==> config.mk <==
export PLATFORM = sky130hd
export DESIGN_NAME = wdt_key_timer
export DESIGN_NICKNAME = d
export VERILOG_FILES = /design/src/rtl/wdt_pkg.sv /design/src/rtl/wdt_regs.sv /design/src/rtl/wdt_counter.sv /design/src/rtl/wdt_key_timer.sv
export SDC_FILE = /design/constraint.sdc
export NUM_CORES = 1
export LEC_CHECK = 0
export BUFFER_PORTS_ARGS = -buffer_cell sky130_fd_sc_hd__buf_2
export CORE_UTILIZATION = 55
export CTS_BUF_LIST = sky130_fd_sc_hd__clkbuf_4 sky130_fd_sc_hd__clkbuf_8
export DETAILED_ROUTE_END_ITERATION = 6
export PLACE_DENSITY = 0.79
export SLEW_MARGIN = 15
export SYNTH_ARGS = -nofsm -noshare
export SYNTH_HDL_FRONTEND = slang
export SYNTH_HIERARCHICAL = 1
export SYNTH_SLANG_ARGS = --single-unit
==> constraint.sdc <==
create_clock -name clk -period 4.59 [get_ports clk]
set_input_delay 0.918 -clock clk [delete_from_list [all_inputs] [get_ports clk]]
set_output_delay 0.918 -clock clk [all_outputs]
set_load 0.02 [all_outputs]
==> src/rtl/wdt_pkg.sv <==
package wdt_pkg;
    localparam logic [15:0] WDT_KEY      = 16'h5743;
    localparam int          EN_BIT       = 15;
    localparam int          PS_LSB       = 8;
    localparam int          ID_LSB       = 6;
    localparam int          WIN_BIT      = 0;
    localparam int          FLAG_BIT     = 4;
    localparam logic [1:0]  SEL_CTRL     = 2'd0;
    localparam logic [1:0]  SEL_CLR      = 2'd1;
    localparam logic [1:0]  SEL_SET      = 2'd2;
    localparam logic [1:0]  SEL_CAUSE    = 2'd3;
endpackage

==> src/rtl/wdt_regs.sv <==
module wdt_regs
    import wdt_pkg::*;
#(
    parameter int PS_W = 5,
    parameter int AW   = 4
) (
    input  logic            clk,
    input  logic            rst_n,
    input  logic            we,
    input  logic [AW-1:0]   addr,
    input  logic [3:0]      strb,
    input  logic [31:0]     wdata,
    input  logic [1:0]      src_id,
    input  logic            timeout_evt,
    output logic [31:0]     rdata,
    output logic            en,
    output logic            win,
    output logic [PS_W-1:0] ps,
    output logic            flag,
    output logic            key_hit
);
    typedef struct packed {
        logic            en;
        logic            win;
        logic [PS_W-1:0] ps;
        logic            flag;
        logic            blank;
    } reg_state_t;

    reg_state_t q, d;
    logic [1:0] sel;
    logic       wr_ok;
    logic       unused_bits;

    assign sel         = addr[3:2];
    assign wr_ok       = we && !q.blank;
    assign unused_bits = ^{addr[1:0], wdata[14:PS_LSB+PS_W], wdata[PS_LSB-1:5], wdata[3:1]};

    always_comb begin
        d       = q;
        d.blank = 1'b0;
        key_hit = 1'b0;
        if (wr_ok) begin
            case (sel)
                SEL_CTRL: begin
                    if (strb[1]) begin
                        d.en = wdata[EN_BIT];
                        d.ps = wdata[PS_LSB +: PS_W];
                    end
                    if (strb[0]) d.win = wdata[WIN_BIT];
                    key_hit = (strb[3:2] == 2'b11) && (wdata[31:16] == WDT_KEY);
                end
                SEL_CLR: begin
                    if (wdata[EN_BIT])  d.en  = 1'b0;
                    if (wdata[WIN_BIT]) d.win = 1'b0;
                    d.ps = q.ps & ~wdata[PS_LSB +: PS_W];
                end
                SEL_SET: begin
                    if (wdata[EN_BIT])  d.en  = 1'b1;
                    if (wdata[WIN_BIT]) d.win = 1'b1;
                    d.ps = q.ps | wdata[PS_LSB +: PS_W];
                end
                default: begin
                    if (strb[0] && wdata[FLAG_BIT]) d.flag = 1'b0;
                end
            endcase
        end
        if (timeout_evt) d.flag = 1'b1;
        d.blank = q.en && !d.en;
    end

    always_ff @(posedge clk or negedge rst_n) begin
        if (!rst_n) q <= '0;
        else        q <= d;
    end

    always_comb begin
        rdata = '0;
        if (!q.blank) begin
            if (sel == SEL_CAUSE) begin
                rdata[FLAG_BIT] = q.flag;
            end else begin
                rdata[EN_BIT]              = q.en;
                rdata[PS_LSB +: PS_W]      = q.ps;
                rdata[ID_LSB +: 2]         = src_id;
                rdata[WIN_BIT]             = q.win;
            end
        end
    end

    assign en   = q.en;
    assign win  = q.win;
    assign ps   = q.ps;
    assign flag = q.flag;
endmodule

==> src/rtl/wdt_counter.sv <==
module wdt_counter #(
    parameter int PS_W  = 5,
    parameter int PRE_W = 5,
    localparam int CW   = 2 ** PS_W
) (
    input  logic            clk,
    input  logic            rst_n,
    input  logic            en,
    input  logic            win,
    input  logic [PS_W-1:0] ps,
    input  logic            key_hit,
    output logic            timeout_evt,
    output logic            rst_req,
    output logic [PRE_W-1:0] pre_cnt,
    output logic [CW-1:0]   post_cnt
);
    typedef struct packed {
        logic [PRE_W-1:0] pre;
        logic [CW-1:0]    post;
        logic             req;
    } cnt_state_t;

    cnt_state_t q, d;
    logic [CW:0] term;
    logic [CW:0] quarter;
    logic [CW:0] post_ext;
    logic        win_open;

    assign term     = (CW+1)'(1) << ps;
    assign quarter  = term >> 2;
    assign post_ext = {1'b0, q.post};
    assign win_open = (quarter == '0) || (post_ext >= term - quarter);

    always_comb begin
        d           = q;
        d.req       = 1'b0;
        timeout_evt = 1'b0;
        if (!en) begin
            d.pre  = '0;
            d.post = '0;
        end else if (key_hit) begin
            d.pre  = '0;
            d.post = '0;
            if (win && !win_open) begin
                timeout_evt = 1'b1;
                d.req       = 1'b1;
            end
        end else if (&q.pre) begin
            d.pre = '0;
            if (post_ext + 1'b1 >= term) begin
                d.post      = '0;
                timeout_evt = 1'b1;
                d.req       = 1'b1;
            end else begin
                d.post = q.post + 1'b1;
            end
        end else begin
            d.pre = q.pre + 1'b1;
        end
    end

    always_ff @(posedge clk or negedge rst_n) begin
        if (!rst_n) q <= '0;
        else        q <= d;
    end

    assign rst_req  = q.req;
    assign pre_cnt  = q.pre;
    assign post_cnt = q.post;
endmodule

==> src/rtl/wdt_key_timer.sv <==
module wdt_key_timer #(
    parameter int PS_W  = 5,
    parameter int PRE_W = 5,
    parameter int AW    = 4
) (
    input  logic          clk,
    input  logic          rst_n,
    input  logic [1:0]    clk_src_id,
    input  logic          bus_we,
    input  logic [AW-1:0] bus_addr,
    input  logic [3:0]    bus_strb,
    input  logic [31:0]   bus_wdata,
    output logic [31:0]   bus_rdata,
    output logic          wdt_rst_req
);
    localparam int CW = 2 ** PS_W;

    logic            ctl_en;
    logic            ctl_win;
    logic [PS_W-1:0] ctl_ps;
    logic            cause_flag;
    logic            key_hit;
    logic            timeout_evt;
    logic [PRE_W-1:0] pre_cnt;
    logic [CW-1:0]   post_cnt;

    wdt_regs #(.PS_W(PS_W), .AW(AW)) u_regs (
        .clk         (clk),
        .rst_n       (rst_n),
        .we          (bus_we),
        .addr        (bus_addr),
        .strb        (bus_strb),
        .wdata       (bus_wdata),
        .src_id      (clk_src_id),
        .timeout_evt (timeout_evt),
        .rdata       (bus_rdata),
        .en          (ctl_en),
        .win         (ctl_win),
        .ps          (ctl_ps),
        .flag        (cause_flag),
        .key_hit     (key_hit)
    );

    wdt_counter #(.PS_W(PS_W), .PRE_W(PRE_W)) u_cnt (
        .clk         (clk),
        .rst_n       (rst_n),
        .en          (ctl_en),
        .win         (ctl_win),
        .ps          (ctl_ps),
        .key_hit     (key_hit),
        .timeout_evt (timeout_evt),
        .rst_req     (wdt_rst_req),
        .pre_cnt     (pre_cnt),
        .post_cnt    (post_cnt)
    );
endmodule

==> results of run 1 <==
[worst paths after layout]
check	to	slack [ps]	from	depth (start not counted)
worst max-delay path	u_regs/flag	-120	u_regs/ps[2]	27
worst min-delay path	u_cnt/pre_cnt[0]	470	u_cnt/pre_cnt[0]	1
worst max register to register	u_regs/flag	-120	u_regs/ps[2]	27
worst min register to register	u_cnt/pre_cnt[0]	470	u_cnt/pre_cnt[0]	1
max in group asynchronous	u_regs/ps[0]	3540	rst_n	1
min in group asynchronous	u_cnt/post_cnt[16]	600	rst_n	1
[final cells by class]
type                            count  share of cell area
Multi-Input combinational cell    634               0.639
Clock buffer                        6              0.0105
Clock inverter                      2             0.00175
Tap cell                          140              0.0223
Timing Repair Buffer              169               0.152
Sequential cell                    47               0.150
Inverter                           49              0.0240
[what timing repair did]
action	4_1_cts	5_1_grt
pin swaps	42	6
setup buffers	11	2
gates cloned	0	0
resized for setup	72	15
hold endpoints to repair	0	0
setup endpoints to repair	2	2
[worst max-delay path, stage by stage, from the launching register on]
cell and delay [ps]:
sky130_fd_sc_hd__dfrtp_1 400, sky130_fd_sc_hd__nor2_1 210, sky130_fd_sc_hd__buf_4 250, sky130_fd_sc_hd__nand2_4 80, sky130_fd_sc_hd__inv_1 100, sky130_fd_sc_hd__ha_4 210, sky130_fd_sc_hd__nor2b_4 130, sky130_fd_sc_hd__o31ai_4 310
sky130_fd_sc_hd__a211oi_4 120, sky130_fd_sc_hd__o31ai_2 250, sky130_fd_sc_hd__buf_4 180, sky130_fd_sc_hd__a31oi_4 90, sky130_fd_sc_hd__o21ai_2 170, sky130_fd_sc_hd__nand2b_4 80, sky130_fd_sc_hd__a311oi_2 290, sky130_fd_sc_hd__xor2_1 200
sky130_fd_sc_hd__ha_2 190, sky130_fd_sc_hd__a21o_1 110, sky130_fd_sc_hd__a21o_1 150, sky130_fd_sc_hd__a21oi_4 70, sky130_fd_sc_hd__buf_4 130, sky130_fd_sc_hd__nand2_1 70, sky130_fd_sc_hd__nand3_1 100, sky130_fd_sc_hd__a31oi_1 150
sky130_fd_sc_hd__o21ai_1 90, sky130_fd_sc_hd__a22oi_2 180, sky130_fd_sc_hd__o22ai_2 110, sky130_fd_sc_hd__a21o_1 150
[cell usage after synthesis (3+ instances only)]
cell type,number
sky130_fd_sc_hd__nor2_1,52
sky130_fd_sc_hd__o21ai_0,17
sky130_fd_sc_hd__nor3_2,3
sky130_fd_sc_hd__inv_1,48
sky130_fd_sc_hd__nor4_1,4
sky130_fd_sc_hd__nor3_1,17
sky130_fd_sc_hd__and4_1,3
sky130_fd_sc_hd__o21a_1,5
sky130_fd_sc_hd__o2111ai_1,6
sky130_fd_sc_hd__buf_2,11
sky130_fd_sc_hd__o211ai_1,6
sky130_fd_sc_hd__dfrtp_1,47
sky130_fd_sc_hd__o31ai_1,5
sky130_fd_sc_hd__buf_4,28
sky130_fd_sc_hd__and3_1,10
sky130_fd_sc_hd__nand2b_1,9
sky130_fd_sc_hd__a21oi_1,39
sky130_fd_sc_hd__nand4_1,24
sky130_fd_sc_hd__a22o_1,31
sky130_fd_sc_hd__xnor2_1,38
sky130_fd_sc_hd__nor4bb_1,4
sky130_fd_sc_hd__o21bai_1,4
sky130_fd_sc_hd__nand2_1,67
sky130_fd_sc_hd__a31oi_1,13
sky130_fd_sc_hd__o21ai_1,4
sky130_fd_sc_hd__clkbuf_1,5
sky130_fd_sc_hd__and2_1,10
sky130_fd_sc_hd__nand3_1,25
sky130_fd_sc_hd__ha_1,100
sky130_fd_sc_hd__nor2_2,3
sky130_fd_sc_hd__a21o_1,28
sky130_fd_sc_hd__xor2_1,23
sky130_fd_sc_hd__nor2b_1,14
[layer usage]
metal	GRT usage	share of wire	vias up
met2	0.592	0.50	245
met1	0.398	0.41	3040
met3	0.0422	0.062	45
met5	0	0	-
met4	0.114	0.026	0
li1	-	-	2995
[state kept, by name, indices dropped and copies added (netlist names)]
name            count
u_regs/q            1
u_regs/flag         1
u_regs/win          1
u_regs/en           1
u_regs/ps           5
u_cnt/post_cnt     32
u_cnt/rst_req       1
u_cnt/pre_cnt       5
[layout by cell type, fill, tap and decap left out, types with 23 or more instances in the layout]
master                      n
sky130_fd_sc_hd__nand3_1   23
sky130_fd_sc_hd__nand2_1   58
sky130_fd_sc_hd__buf_2     44
sky130_fd_sc_hd__a21o_1    28
sky130_fd_sc_hd__ha_1      91
sky130_fd_sc_hd__xnor2_1   38
sky130_fd_sc_hd__a21oi_1   32
sky130_fd_sc_hd__nand4_1   24
sky130_fd_sc_hd__inv_1     44
sky130_fd_sc_hd__a22o_1    31
sky130_fd_sc_hd__buf_4    117
sky130_fd_sc_hd__nor2_1    46
sky130_fd_sc_hd__dfrtp_1   44
[per-stage QoR]
step | std cells | TNS, ps | hold slack [ps] | area [µm²]
global route | 1047 | -597 | 492 | 7860
finish | 1047 | -138 | 474 | 7860
global placement | 1028 | -676 | 448 | 7280
detailed placement | 1028 | -853 | 456 | 7280
CTS | 1045 | -3.70 | 469 | 7770
floorplan | 775 | 0 | 431 | 6300
[cells by family (layout without fill, tap and decap cells)]
family / count (synthesis) / after routing / synth area share
other: 1 / 22 / 0.000605
XOR/XNOR: 61 / 61 / 0.0862
AND/OR/NAND/NOR: 265 / 265 / 0.223
multiplexers: 3 / 3 / 0.00505
flip-flops: 47 / 47 / 0.190
buffers and inverters: 94 / 226 / 0.0773
AO/OA/AOI/OAI: 182 / 182 / 0.213
adder cells (fa/ha/maj): 101 / 101 / 0.205
[power by group through the flow]
stage	clock (mW)	combinational (mW)	sequential (mW)
5_1_grt	0.301	2.68	0.483
4_1_cts	0.285	2.38	0.477
3_3_place_gp	0	2.05	0.480
3_5_place_dp	0	2.13	0.483
2_1_floorplan	0	1.38	0.471
6_report	0.282	2.50	0.479
==> impl_metrics.yaml, run 1 <==
synth:
  synth_largest_type_area_fraction: 0.202
  yosysUniqueCellTypes: 72
  synthCells: 754
  yosys_most_used_dff: "sky130_fd_sc_hd__dfrtp_1"
  synth_warnings: 6
  async_flop_share: 1.00
  yosys-top-cells-area: "sky130_fd_sc_hd__ha_1 20%, sky130_fd_sc_hd__dfrtp_1 19%, sky130_fd_sc_hd__xnor2_1 5.4%"
  synth_enable_flop_cells: 0
  synth.avg_cell_area_um2: 8.22
  netlist.top_cell.by_area: "sky130_fd_sc_hd__ha_1"
  seq_area_frac_synth: 0.190
  synthesis.area_um2: 6200
  ys_seq_elements: 47
timing:
  max-slew-margin-rel: 0.570
  final.period_utilization: 1.03
  report.final.hold_viol_count: 0
  fin_ws_ps: -118
  report.final.setup_viol: 2
  rsz0062_at_grt: "true"
  fin_skew_ps: 20.0
  tightest_slew_ps: 643
  fmax_ghz: 0.212
  finalMaxSlewViolations: 0
  final_period_minus_worst_setup_slack_ps: 4710
setup_path:
  worstSetupEndpointType: "flip-flop"
  worst-endpoint-required_ps: 4810
  worstPathArrival_ps: 4930
  startpoint_type: "flip-flop"
  setup.worst_path.class: "flip-flop to flip-flop"
  cp_max_fo: 8
route:
  routed_wirelength_um: 18600
  antenna_left: 0
  drt_first_iter_violations: 444
  via_per_inst: 6.04
  drcViolationCount: 0
  drt_first_pass_iters: 5
  wirelength_per_cell_um: 17.8
  count_of_vias_placed_by_the_detailed_router: 6325
power:
  sw_frac_of_total: 0.469
  intPower_mw: 1.73
  power.total_mw: 3.26
  power.net_switching_mw: 1.53
  share_seq_of_total_power: 0.147
  pwr_density_cell_nw_per_um2: 415
  power.combinational.fraction: 0.767
  max-vdd-ir-drop_uv: 287
  clock_share_of_power: 0.087
  power_leakage_nw: 4.16
clock_network:
  h_tree_level_count: 2
  numCtsBuffers: 5
  worstSkewPairLatency_ps: 320
  clock_tree.root_cell: "sky130_fd_sc_hd__clkbuf_8"
  holdBufCountCts: 0
  cts_sink_cnt: 47
  cts_tree: "done"
  clkTransAtPathRegs_ps: 100
  cts_buffer_depth: 2
floorplanning:
  fp-row-count: 38
  die_boundary_height_um: 108
  fp.dieArea_um2: 11700
  fp.dieW_um: 108
  starting_density_of_the_core: 0.569
  io_pins: 78
  core_um2: 10900
cells_and_area:
  area.sequential_um2: 1180
  fillcell_total: 801
  post_route_cells_drive_above_1_share: 0.291
  antenna_fix_cells: 0
  utilization: 0.722
  fin_nets: 1052
  multi_input_area_um2: 5030
  layout-area-overhead-vs-synth_pct: 26.9
status:
  failing_checks: "setup timing"
  status: "complete, but fails checks"
place:
  gp_congestion: 0.983
  preCtsSetupSlack_ps: -482
  dp.final_hpwl_um: 14300
  port_buffers: 45
grt:
  grt_pass1_vias: 6480
  overflow: 0
  grt_start_max_net_pins: 48
  initial_antenna_violation_count: 0
  grt_util_all_layers: 0.328
  grt_first_pass_wirelength_um: 30400
min_path:
  hold_path.class: "flip-flop to flip-flop"
run:
  max_cap_viol_count: 0
Note: power is estimated with default switching activity, not from simulation.
==> run 2, diff against run 1 <==
--- a/config.mk
+++ b/config.mk
@@ -7,7 +7,7 @@
 export LEC_CHECK = 0
 export BUFFER_PORTS_ARGS = -buffer_cell sky130_fd_sc_hd__buf_2
 export CORE_UTILIZATION = 55
-export CTS_BUF_LIST = sky130_fd_sc_hd__clkbuf_4 sky130_fd_sc_hd__clkbuf_8
+export CTS_BUF_LIST = sky130_fd_sc_hd__clkbuf_4
 export DETAILED_ROUTE_END_ITERATION = 6
 export PLACE_DENSITY = 0.79
 export SLEW_MARGIN = 15
==> run 2 against run 1 <==
Net effect: the flow still finishes with violations (setup timing); fmax down 3.0%; critical endpoint unchanged; largest cell class unchanged; power down 4.5%; core utilization down 1.1 points; setup slack lost 150 ps; wire length fell by 1.1%; combinational power decreased by 3%; clock skew up 16 ps; critical path depth increased by 1.
==> impl_metrics.yaml, run 2 (synthesized netlist as in run 1, its figures left out) <==
setup_path:
  crit_top_cell: "sky130_fd_sc_hd__a21o_1"
  timing.critical_path.slowest_stage_cell: "sky130_fd_sc_hd__dfrtp_2"
  startpoint_type: "flip-flop"
  worstPathArrival_ps: 5200
  r2r_end: "u_regs/flag"
  cp_max_fo: 4
  r2r_start: "u_regs/ps[4]"
  worst_path_largest_cell_delay_ps: 480
  timing.reg2reg.worst_path_depth: 28
  rrSetupSlack_ps: -260
  worst-endpoint-required_ps: 4940
  setup.worst_path.class: "flip-flop to flip-flop"
  worstSetupEndpointType: "flip-flop"
grt:
  overflow: 0
  grt_pass1_vias: 6343
  initial_antenna_violation_count: 0
  grt_util_all_layers: 0.318
  grt_start_max_net_pins: 48
  grt_first_pass_wirelength_um: 29400
clock_network:
  holdBufCountCts: 0
  cts_tree: "done"
  cts_buffer_depth: 2
  clock_tree.root_cell: "sky130_fd_sc_hd__clkbuf_4"
  worstSkewPairLatency_ps: 410
  clkTransAtPathRegs_ps: 170
  h_tree_level_count: 2
  numCtsBuffers: 5
  cts_sink_cnt: 47
cells_and_area:
  fin_nets: 1053
  largest_register_ff_count: 32
  layout-area-overhead-vs-synth_pct: 25.0
  final_common_cell: "sky130_fd_sc_hd__buf_4"
  finalNonFillerCells: 1049
  fillcell_total: 817
  area.sequential_um2: 1180
  commonest_non_fill_non_tap_cells_in_the_layout: "120 x sky130_fd_sc_hd__buf_4, 93 x sky130_fd_sc_hd__ha_1, 59 x sky130_fd_sc_hd__nand2_1"
  final_design_area_no_fill_um2: 7750
  post_route_cells_drive_above_1_share: 0.285
  multi_input_area_um2: 4940
  utilization: 0.712
route:
  drt_first_pass_iters: 5
  drcViolationCount: 0
  via_per_inst: 6.03
  detailroute.wirelength.met2_um: 9160
  count_of_vias_placed_by_the_detailed_router: 6327
  drt_first_iter_violations: 415
  top_layer_used: "met4"
  antenna_left: 0
  routed_wirelength_um: 18400
  wl_met1_um: 7650
  wirelength_per_cell_um: 17.5
  met3WireLength_um: 1120
place:
  preCtsSetupSlack_ps: -482
  placed_cell_area_um2: 7280
  placedCellCount: 1028
  dp.final_hpwl_um: 14300
  gp_congestion: 0.983
  port_buffers: 45
min_path:
  worstHoldStart: "u_cnt/pre_cnt[0]"
  hold_path_end: "u_cnt/pre_cnt[0]"
  hold_path.class: "flip-flop to flip-flop"
  hold_depth: 1
floorplanning:
  core_um2: 10900
  fp.dieArea_um2: 11700
  fp-row-count: 38
  io_pins: 78
  die_boundary_height_um: 108
  starting_density_of_the_core: 0.569
  fp.dieW_um: 108
timing:
  timing.setup.tns_ps: -453
  report.final.setup_viol: 2
  fin_ws_ps: -263
  max-slew-margin-rel: 0.572
  fin_skew_ps: 35.8
  report.final.hold_viol_count: 0
  tightest_slew_ps: 641
  holdWs_ps: 481
  finalMaxSlewViolations: 0
  rsz0062_at_grt: "true"
  final.period_utilization: 1.06
  final_period_minus_worst_setup_slack_ps: 4850
  fmax_ghz: 0.206
power:
  power_leakage_nw: 4.13
  pwr_density_cell_nw_per_um2: 402
  power.total_mw: 3.12
  max-vdd-ir-drop_uv: 306
status:
  status: "complete, but fails checks"
  failing_checks: "setup timing"
run:
  max_cap_viol_count: 0
==> run 2: timing repair <==
action,in CTS,in global routing
gates resized for setup,41,29
pin swaps,25,42
endpoints found under the setup margin,2,2
setup buffers,4,9
==> run 2: per-layer routing <==
| metal | global-route usage | vias up |
|---|---|---|
| met5 | 0 | - |
| met4 | 0.106 | 0 |
| met3 | 0.0392 | 43 |
| met2 | 0.571 | 258 |
| met1 | 0.389 | 3023 |
| li1 | - | 3003 |
==> run 2: how the worst max path moves through the flow <==
stage	startpoint	to	slack (ps)	cells past startpoint
CTS	u_regs/ps[4]	u_regs/flag	-50	26
floorplan	u_regs/ps[4]	u_regs/flag	30	26
finish	u_regs/ps[4]	u_regs/flag	-260	28
global placement	u_regs/ps[1]	u_regs/flag	-370	27
detailed placement	u_regs/ps[1]	u_regs/flag	-480	28
global route	u_regs/ps[4]	u_regs/flag	-510	26
==> run 2: cell type report <==
type                    instances  area share
diodes                          1    0.000323
clock buffers                   5     0.00484
clock inverters                 3     0.00226
inverters                      49      0.0237
multi-input cells             634       0.638
flip-flops and latches         47       0.152
well taps                     140      0.0226
repair buffers                170       0.156
==> run 2: worst max-delay path: cells and delay by family (launching register included) <==
family	cells	cell delay, ps
xor+xnor	1	130
simple gates	6	720
flops	1	480
compound gates	15	2410
buf+inv	4	510
fa+ha+maj	2	530
==> run 2: where the power goes <==
group          internal, mW  switching (mW)  total, mW
clock                0.0593           0.150      0.210
sequential            0.444          0.0351      0.479
combinational          1.14            1.28       2.43
